### src/rtl/tw_pkg.sv
package tw_pkg;

    typedef enum logic [3:0] {
        S_IDLE,
        S_CTRL,
        S_ADDR_HI,
        S_ADDR_LO,
        S_WDATA,
        S_ACK_LEAD,
        S_ACK_HOLD,
        S_RD_BYTE,
        S_RD_MACK,
        S_RD_SAMP,
        S_RD_LOAD,
        S_WAIT_STOP
    } tw_state_e;

    localparam logic [3:0] DEV_TYPE = 4'b1010;

endpackage

### src/rtl/tw_bus_cond.sv
module tw_bus_cond #(
    parameter int SYNC_STAGES = 2
) (
    input  logic clk,
    input  logic rst_n,
    input  logic scl_i,
    input  logic sda_i,
    output logic scl_rise,
    output logic scl_fall,
    output logic sda_lvl,
    output logic start_det,
    output logic stop_det
);

    logic scl_s, sda_s, scl_q, sda_q;

    for (genvar i = 0; i < SYNC_STAGES; i++) begin : g_sync
        logic scl_r, sda_r;
        if (i == 0) begin : g_first
            always_ff @(posedge clk or negedge rst_n) begin
                if (!rst_n) begin
                    scl_r <= 1'b1;
                    sda_r <= 1'b1;
                end else begin
                    scl_r <= scl_i;
                    sda_r <= sda_i;
                end
            end
        end else begin : g_next
            always_ff @(posedge clk or negedge rst_n) begin
                if (!rst_n) begin
                    scl_r <= 1'b1;
                    sda_r <= 1'b1;
                end else begin
                    scl_r <= g_sync[i-1].scl_r;
                    sda_r <= g_sync[i-1].sda_r;
                end
            end
        end
    end

    assign scl_s = g_sync[SYNC_STAGES-1].scl_r;
    assign sda_s = g_sync[SYNC_STAGES-1].sda_r;

    always_ff @(posedge clk or negedge rst_n) begin
        if (!rst_n) begin
            scl_q <= 1'b1;
            sda_q <= 1'b1;
        end else begin
            scl_q <= scl_s;
            sda_q <= sda_s;
        end
    end

    assign scl_rise  = scl_s & ~scl_q;
    assign scl_fall  = ~scl_s & scl_q;
    assign sda_lvl   = sda_s;
    assign start_det = scl_s & scl_q & sda_q & ~sda_s;
    assign stop_det  = scl_s & scl_q & ~sda_q & sda_s;

endmodule

### src/rtl/tw_addr_ptr.sv
module tw_addr_ptr #(
    parameter int ADDR_W = 12,
    parameter int PAGE_W = 5
) (
    input  logic              clk,
    input  logic              rst_n,
    input  logic              load,
    input  logic [ADDR_W-1:0] load_val,
    input  logic              step_page,
    input  logic              step_full,
    output logic [ADDR_W-1:0] ptr
);

    logic [ADDR_W-1:0] page_next;

    if (PAGE_W < ADDR_W) begin : g_paged
        assign page_next = {ptr[ADDR_W-1:PAGE_W], ptr[PAGE_W-1:0] + 1'b1};

        a_r6_page_upper_held: assert property (@(posedge clk) disable iff (!rst_n)
            (step_page && !load && !step_full)
                |=> ptr[ADDR_W-1:PAGE_W] == $past(ptr[ADDR_W-1:PAGE_W]))
            else $error("R6: page step changed upper pointer bits");
    end else begin : g_flat
        assign page_next = ptr + 1'b1;
    end

    always_ff @(posedge clk or negedge rst_n) begin
        if (!rst_n)         ptr <= '0;
        else if (load)      ptr <= load_val;
        else if (step_full) ptr <= ptr + 1'b1;
        else if (step_page) ptr <= page_next;
    end

    a_r11_ptr_wrap: assert property (@(posedge clk) disable iff (!rst_n)
        (step_full && !load && ptr == {ADDR_W{1'b1}}) |=> ptr == '0)
        else $error("R11: pointer did not wrap to zero");

endmodule

### src/rtl/eeprom_2w_slave.sv
module eeprom_2w_slave
    import tw_pkg::*;
#(
    parameter int ADDR_W      = 12,
    parameter int PAGE_W      = 5,
    parameter int SYNC_STAGES = 2
) (
    input  logic              clk,
    input  logic              rst_n,
    input  logic              scl_i,
    input  logic              sda_i,
    output logic              sda_oe,
    input  logic [2:0]        sel_strap,
    input  logic              wr_busy,
    output logic [ADDR_W-1:0] mem_addr,
    input  logic [7:0]        mem_rdata,
    output logic              wr_en,
    output logic [ADDR_W-1:0] wr_addr,
    output logic [7:0]        wr_data,
    output logic              wr_commit
);

    localparam int HI_W = ADDR_W - 8;

    tw_state_e st, nxt, ret_st;

    logic scl_rise, scl_fall, sda_lvl, start_det, stop_det;
    logic [2:0] bit_cnt;
    logic [6:0] rx_sr;
    logic [6:0] tx_sr;
    logic [7:0] rx_byte;
    logic [HI_W-1:0] addr_hi;
    logic byte_done, ctrl_match, wrote_any;
    logic ptr_load, ptr_step_page, ptr_step_full;
    logic [ADDR_W-1:0] ptr;

    tw_bus_cond #(.SYNC_STAGES(SYNC_STAGES)) u_cond (
        .clk      (clk),
        .rst_n    (rst_n),
        .scl_i    (scl_i),
        .sda_i    (sda_i),
        .scl_rise (scl_rise),
        .scl_fall (scl_fall),
        .sda_lvl  (sda_lvl),
        .start_det(start_det),
        .stop_det (stop_det)
    );

    assign rx_byte    = {rx_sr, sda_lvl};
    assign byte_done  = scl_rise && (bit_cnt == 3'd7);
    assign ctrl_match = (rx_byte[7:4] == DEV_TYPE) && (rx_byte[3:1] == sel_strap) && !wr_busy;

    assign ptr_load      = (st == S_ADDR_LO) && byte_done;
    assign ptr_step_page = (st == S_WDATA) && byte_done;
    assign ptr_step_full = (st == S_RD_BYTE) && byte_done;

    tw_addr_ptr #(.ADDR_W(ADDR_W), .PAGE_W(PAGE_W)) u_ptr (
        .clk      (clk),
        .rst_n    (rst_n),
        .load     (ptr_load),
        .load_val ({addr_hi, rx_byte}),
        .step_page(ptr_step_page),
        .step_full(ptr_step_full),
        .ptr      (ptr)
    );

    assign mem_addr = ptr;

    // next-state logic
    always_comb begin
        nxt = st;
        if (start_det) begin
            nxt = S_CTRL;
        end else if (stop_det) begin
            nxt = S_IDLE;
        end else begin
            unique case (st)
                S_IDLE:      nxt = S_IDLE;
                S_CTRL:      if (byte_done) nxt = ctrl_match ? S_ACK_LEAD : S_IDLE;
                S_ADDR_HI,
                S_ADDR_LO,
                S_WDATA:     if (byte_done) nxt = S_ACK_LEAD;
                S_ACK_LEAD:  if (scl_fall) nxt = S_ACK_HOLD;
                S_ACK_HOLD:  if (scl_fall) nxt = ret_st;
                S_RD_BYTE:   if (byte_done) nxt = S_RD_MACK;
                S_RD_MACK:   if (scl_fall) nxt = S_RD_SAMP;
                S_RD_SAMP:   if (scl_rise) nxt = sda_lvl ? S_WAIT_STOP : S_RD_LOAD;
                S_RD_LOAD:   if (scl_fall) nxt = S_RD_BYTE;
                S_WAIT_STOP: nxt = S_WAIT_STOP;
                default:     nxt = S_IDLE;
            endcase
        end
    end

    // state register
    always_ff @(posedge clk or negedge rst_n) begin
        if (!rst_n) st <= S_IDLE;
        else        st <= nxt;
    end

    // outputs and datapath
    always_ff @(posedge clk or negedge rst_n) begin
        if (!rst_n) begin
            ret_st    <= S_IDLE;
            bit_cnt   <= '0;
            rx_sr     <= '0;
            tx_sr     <= '0;
            addr_hi   <= '0;
            wrote_any <= 1'b0;
            sda_oe    <= 1'b0;
            wr_en     <= 1'b0;
            wr_addr   <= '0;
            wr_data   <= '0;
            wr_commit <= 1'b0;
        end else begin
            wr_en     <= 1'b0;
            wr_commit <= 1'b0;
            if (start_det) begin
                bit_cnt <= '0;
                sda_oe  <= 1'b0;
            end else if (stop_det) begin
                bit_cnt   <= '0;
                sda_oe    <= 1'b0;
                wr_commit <= wrote_any;
                wrote_any <= 1'b0;
            end else begin
                unique case (st)
                    S_CTRL, S_ADDR_HI, S_ADDR_LO, S_WDATA: begin
                        if (scl_rise) begin
                            rx_sr   <= rx_byte[6:0];
                            bit_cnt <= bit_cnt + 3'd1;
                            if (bit_cnt == 3'd7) begin
                                if (st == S_CTRL) begin
                                    ret_st <= rx_byte[0] ? S_RD_BYTE : S_ADDR_HI;
                                end else if (st == S_ADDR_HI) begin
                                    addr_hi <= rx_byte[HI_W-1:0];
                                    ret_st  <= S_ADDR_LO;
                                end else if (st == S_ADDR_LO) begin
                                    ret_st <= S_WDATA;
                                end else begin
                                    wr_en     <= 1'b1;
                                    wr_addr   <= ptr;
                                    wr_data   <= rx_byte;
                                    wrote_any <= 1'b1;
                                    ret_st    <= S_WDATA;
                                end
                            end
                        end
                    end
                    S_ACK_LEAD: begin
                        if (scl_fall) sda_oe <= 1'b1;
                    end
                    S_ACK_HOLD: begin
                        if (scl_fall) begin
                            bit_cnt <= '0;
                            if (ret_st == S_RD_BYTE) begin
                                tx_sr  <= mem_rdata[6:0];
                                sda_oe <= ~mem_rdata[7];
                            end else begin
                                sda_oe <= 1'b0;
                            end
                        end
                    end
                    S_RD_BYTE: begin
                        if (scl_rise) bit_cnt <= bit_cnt + 3'd1;
                        if (scl_fall) begin
                            sda_oe <= ~tx_sr[6];
                            tx_sr  <= {tx_sr[5:0], 1'b1};
                        end
                    end
                    S_RD_MACK: begin
                        if (scl_fall) sda_oe <= 1'b0;
                    end
                    S_RD_LOAD: begin
                        if (scl_fall) begin
                            bit_cnt <= '0;
                            tx_sr   <= mem_rdata[6:0];
                            sda_oe  <= ~mem_rdata[7];
                        end
                    end
                    default: ;
                endcase
            end
        end
    end

    a_r1_start_restarts: assert property (@(posedge clk) disable iff (!rst_n)
        start_det |=> (st == S_CTRL) && !sda_oe)
        else $error("R1: start did not restart the control byte");

    a_r1_stop_idles: assert property (@(posedge clk) disable iff (!rst_n)
        stop_det |=> (st == S_IDLE) && !sda_oe)
        else $error("R1: stop did not return to idle");

    a_r2_ack_drive: assert property (@(posedge clk) disable iff (!rst_n)
        (st == S_ACK_LEAD && scl_fall && !start_det && !stop_det) |=> sda_oe)
        else $error("R2: acknowledge not driven");

    a_r4_busy_silent: assert property (@(posedge clk) disable iff (!rst_n)
        (st == S_CTRL && wr_busy) |=> st != S_ACK_LEAD)
        else $error("R4: control byte accepted while busy");

    a_r5_strobe_source: assert property (@(posedge clk) disable iff (!rst_n)
        wr_en |-> $past(st) == S_WDATA)
        else $error("R5: write strobe outside data phase");

    a_r7_commit_on_stop: assert property (@(posedge clk) disable iff (!rst_n)
        wr_commit |-> $past(stop_det))
        else $error("R7: commit without stop");

    a_r12_oe_on_low_clock: assert property (@(posedge clk) disable iff (!rst_n)
        !$stable(sda_oe) |-> ($past(scl_fall) || $past(start_det) || $past(stop_det)))
        else $error("R12: data drive changed outside a falling clock edge");

endmodule

### config.mk
export PLATFORM = sky130hd
export DESIGN_NAME = eeprom_2w_slave
export DESIGN_NICKNAME = d
export VERILOG_FILES = /design/src/rtl/tw_pkg.sv /design/src/rtl/tw_bus_cond.sv /design/src/rtl/tw_addr_ptr.sv /design/src/rtl/eeprom_2w_slave.sv
export SDC_FILE = /design/constraint.sdc
export NUM_CORES = 1
export LEC_CHECK = 0
export BUFFER_PORTS_ARGS = -buffer_cell sky130_fd_sc_hd__clkbuf_2
export CELL_PAD_IN_SITES_DETAIL_PLACEMENT = 1
export CELL_PAD_IN_SITES_GLOBAL_PLACEMENT = 1
export CORE_MARGIN = 3
export CORE_UTILIZATION = 45
export CTS_CLUSTER_SIZE = 24
export DETAILED_ROUTE_END_ITERATION = 8
export PLACE_DENSITY_LB_ADDON = 0.1
export SLEW_MARGIN = 0
export SYNTH_ARGS = -nofsm -noshare
export SYNTH_HDL_FRONTEND = slang
export SYNTH_SLANG_ARGS = --single-unit
### constraint.sdc
create_clock -name clk -period 2.7 [get_ports clk]
set_input_delay 0.135 -clock clk [delete_from_list [all_inputs] [get_ports clk]]
set_output_delay 0.135 -clock clk [all_outputs]
set_load 0.05 [all_outputs]
==> qor.csv <==
stage;metric;value;unit
synthesis;sequential fraction of the synthesis area;0.501;
synthesis;Avg Inst Size Synth;10.5;µm²
cts;TritonCTS Buffers;9;
status;status;finished clean;
cts;Reg clk slew, reported paths;0.08;ns
die;cell row count;31;
cts;Post-CTS Setup Bufs;0;
die;Chip Width;94.3;µm
sta;fin crit share;0.886;
die;Die Footprint;8900;µm²
sta;final hold vios;0;
cts;Root Driver;clkbuf_8;
synthesis;Cell Area, Synth;3510;µm²
critical_path;worst-path fanout max;17;
cts;worst-skew pair later-pin latency;0.35;ns
critical_path;delay-heaviest family, CP;compound AO/OA/AOI/OAI gates;
synthesis;XOR/XNOR Fraction of Synth Area;0.0150;
die;I/O pin count;51;
power_and_ir_drop;PwrDens;471;nW/µm²
placement;RePlAce Congestion;0.819;
critical_path;CP Launch Type;flip-flop;
cells_and_area;Final nets;409;
run;max_cap viols;0;
synthesis;synth warn;0;
synthesis;area share of fa/ha/maj cells after synthesis;0.0107;
synthesis;largest family of logic cells by synthesized area;simple AND/OR/NAND/NOR gates;
die;CORE AREA;7410;µm²
drt;DR DRC count;0;
die;DIE HEIGHT;94.3;µm
sta;Least-Margin Pin Slew;0.638;ns
critical_path;max incr delay on CP;0.70;ns
drt;Final ANT Viol Nets;0;
sta;Slew Limit Headroom;0.564;
critical_path;critical path endpoint category;flip-flop;
drt;final wirelength;8.99;mm
global_routing;vias in the first global route;2915;
drt;drt initial violations;138;
drt;WL/cell;18.2;µm
critical_path;critical path type;flip-flop to flip-flop;
synthesis;post-synthesis simple-gate area fraction;0.162;
critical_path;Critical Path, Cell by Cell;or3b_4 > a211oi_1 > o21ai_0 > a221o_1;
synthesis;post-synthesis register bit count;70;
critical_path;FF-to-FF setup slack;0.31;ns
power_and_ir_drop;VDD IR-drop max;0.252;mV
global_routing;initial antenna violation count;0;
min_path;hold crit path type;input pin to flip-flop;
synthesis;synthesized instance count;333;
cts;post_cts resized;0;
cts;Max Root-Sink Buffers;2;
global_routing;largest net degree at the start of global routing;30;
sta;Slew Viols, Final;0;
sta;f_max;0.418;GHz
drt;drt first pass iters;4;
critical_path;CP Data Required Time;2.93;ns
cells_and_area;diode count;0;
synthesis;Post-synth top flop;dfrtp_1;
drt;via/cell ratio;5.71;
global_routing;first-pass GRT wire length;14.9;mm
synthesis;FFs w/ async S/R, synth;1.00;
cts;CTS tree;done;
cts;CTS Sinks;70;
sta;Hold WS;0.0550;ns
placement;count of input and output buffers;50;
sta;Worst Skew;0.0156;ns
cells_and_area;fraction of layout cells with a size suffix above 1;0.309;
critical_path;CP Buf/Inv Count;0;
synthesis;Synth cell types;59;
critical_path;slowest CP cell;dfrtp_1;
sta;Setup-failing EPs final;0;
cts;htree depth;3;
placement;post-detail-place hpwl;6.52;mm
die;Starting Density;0.474;
global_routing;GRT overflow;0;
synthesis;Post-synth EDFFs;0;
cells_and_area;Layout area overhead;16.1;%
global_routing;Total Routing Usage GR;0.217;
power_and_ir_drop;Pleak;2.00;nW
synthesis;multiplexer share of the synthesized area;0.115;
critical_path;arrival time worst endpoint;2.62;ns
synthesis;Synthesized Nets;352;
sta;post-layout minimum cycle time;2.39;ns
drt;Vias;2821;
synthesis;Synth Area in Compound Gates;0.162;
sta;RSZ-0062 raised after global routing;false;
sta;post-route setup TNS;0;ns
==> final cells by class <==
cell class	instances	area (µm²)
fillers	865	3330
flip-flops and latches	70	1760
multi-input cells	238	1640
repair buffers	62	348
clock buffers	10	128
well taps	99	124
clock inverters	6	46.3
inverters	9	33.8
==> synthesized netlist by cell type, drive strengths merged, types with 2 or more instances <==
| master | count | share of area |
|---|---|---|
| a211oi | 4 | 0.012 |
| a21oi | 15 | 0.021 |
| a221o | 3 | 0.0086 |
| a22o | 2 | 0.0050 |
| a22oi | 5 | 0.011 |
| a31oi | 5 | 0.0089 |
| a32o | 2 | 0.0057 |
| and3 | 2 | 0.0036 |
| and3b | 2 | 0.0050 |
| buf | 11 | 0.019 |
| clkbuf | 5 | 0.0057 |
| dfrtp | 64 | 0.46 |
| dfstp | 6 | 0.045 |
| ha | 3 | 0.011 |
| inv | 9 | 0.0096 |
| mux2 | 35 | 0.11 |
| nand2 | 41 | 0.044 |
| nand2b | 6 | 0.011 |
| nand3 | 10 | 0.014 |
| nand3b | 3 | 0.0064 |
| nand4 | 2 | 0.0078 |
| nor2 | 17 | 0.018 |
| nor2b | 8 | 0.014 |
| nor3 | 6 | 0.010 |
| nor3b | 3 | 0.0064 |
| nor4 | 5 | 0.0089 |
| o211a | 6 | 0.017 |
| o21ai | 23 | 0.033 |
| o21bai | 2 | 0.0043 |
| o31ai | 2 | 0.0043 |
| xor2 | 5 | 0.012 |
==> through the flow <==
stage / worst slack [ns] / area, µm² / utilization / cells / total power [mW]
2_1_floorplan: 0.757 / 3510 / - / 333 / 1.12
3_3_place_gp: 0.379 / 3870 / 0.523 / 475 / 1.17
3_5_place_dp: 0.366 / 3870 / 0.523 / 475 / 1.18
4_1_cts: 0.355 / 4080 / 0.550 / 494 / 1.94
5_1_grt: 0.169 / 4080 / 0.550 / 494 / 2.01
6_report: 0.308 / 4080 / 0.550 / 494 / 1.92
==> cell families (layout without fill, tap and decap cells) <==
logic type | after synthesis | after routing
fa+ha+maj | 3 | 3
xor+xnor | 6 | 6
compound gates | 82 | 82
mux | 36 | 36
flops | 70 | 70
buf+inv | 25 | 87
simple gates | 111 | 111
==> routing by layer <==
metal | up-vias | track usage | share of wire
met5 | - | 0 | 0
met1 | 1430 | 0.310 | 0.48
li1 | 1324 | - | -
met2 | 61 | 0.340 | 0.47
met4 | 0 | 0.0469 | 0.0083
met3 | 6 | 0.0478 | 0.038
==> cells in the final DEF, fill, tap and decap left out, types with 2 or more instances in the layout <==
| cell type | count |
|---|---|
| dfrtp_1 | 64 |
| clkbuf_2 | 49 |
| nand2_1 | 41 |
| mux2_2 | 35 |
| o21ai_0 | 22 |
| nor2_1 | 17 |
| a21oi_1 | 15 |
| nand3_1 | 10 |
| inv_1 | 9 |
| clkbuf_8 | 9 |
| buf_4 | 9 |
| nor2b_1 | 8 |
| nand2b_1 | 6 |
| o211a_1 | 6 |
| dfstp_2 | 6 |
| xor2_1 | 5 |
| a22oi_1 | 5 |
| a31oi_1 | 5 |
| nor3_1 | 5 |
| nor4_1 | 4 |
| nor3b_1 | 3 |
| nand3b_1 | 3 |
| a211oi_1 | 3 |
| a221o_1 | 3 |
| ha_1 | 3 |
| dlygate4sd3_1 | 3 |
| o21bai_1 | 2 |
| and3b_1 | 2 |
| a32o_1 | 2 |
| o31ai_1 | 2 |
| and3_1 | 2 |
| a22o_1 | 2 |
| clkinvlp_4 | 2 |
| clkinv_4 | 2 |
==> worst register-to-register path: stages, from the launching register on <==
cell and delay (ns):
dfrtp_1 0.70, or3b_4 0.49, a211oi_1 0.52, o21ai_0 0.23, a221o_1 0.34
==> sequential cells by signal, summed over array words and instances, names as in the netlist <==
| name | cells |
|---|---|
| u_ptr.ptr | 12 |
| wr_addr | 12 |
| wr_data | 8 |
| rx_sr | 7 |
| tx_sr | 7 |
| addr_hi | 4 |
| st | 4 |
| bit_cnt | 3 |
| ret_st | 3 |
| u_cond.g_sync.scl_r | 2 |
| sda_oe | 1 |
| u_cond.g_sync.sda_r | 1 |
| u_cond.scl_q | 1 |
| u_cond.sda_lvl | 1 |
| u_cond.sda_q | 1 |
| wr_commit | 1 |
| wr_en | 1 |
| wrote_any | 1 |
==> where the power goes <==
group | internal, mW | switching [mW]
registers | 1.06 | 0.0243
clock network | 0.338 | 0.424
logic | 0.0271 | 0.0426
total | 1.43 | 0.491
==> repair_timing <==
item | 4_1_cts | 5_1_grt
hold buffers | 3 | 0
setup endpoints to repair | 0 | 0
hold endpoints to repair | 29 | 0
==> final timing paths <==
kind	startpoint	endpoint	depth (start not counted)
setup / recovery	st[2]	u_ptr.ptr[2]	4
hold / removal	mem_rdata[0]	tx_sr[0]	2
setup reg to reg	st[2]	u_ptr.ptr[2]	4
hold reg to reg	u_cond.g_sync[0].scl_r	u_cond.g_sync[1].scl_r	0
max in group asynchronous	rst_n	u_cond.g_sync[0].scl_r	3
min in group asynchronous	rst_n	wr_addr[10]	2
No activity file was read; power rests on OpenSTA's default activity.
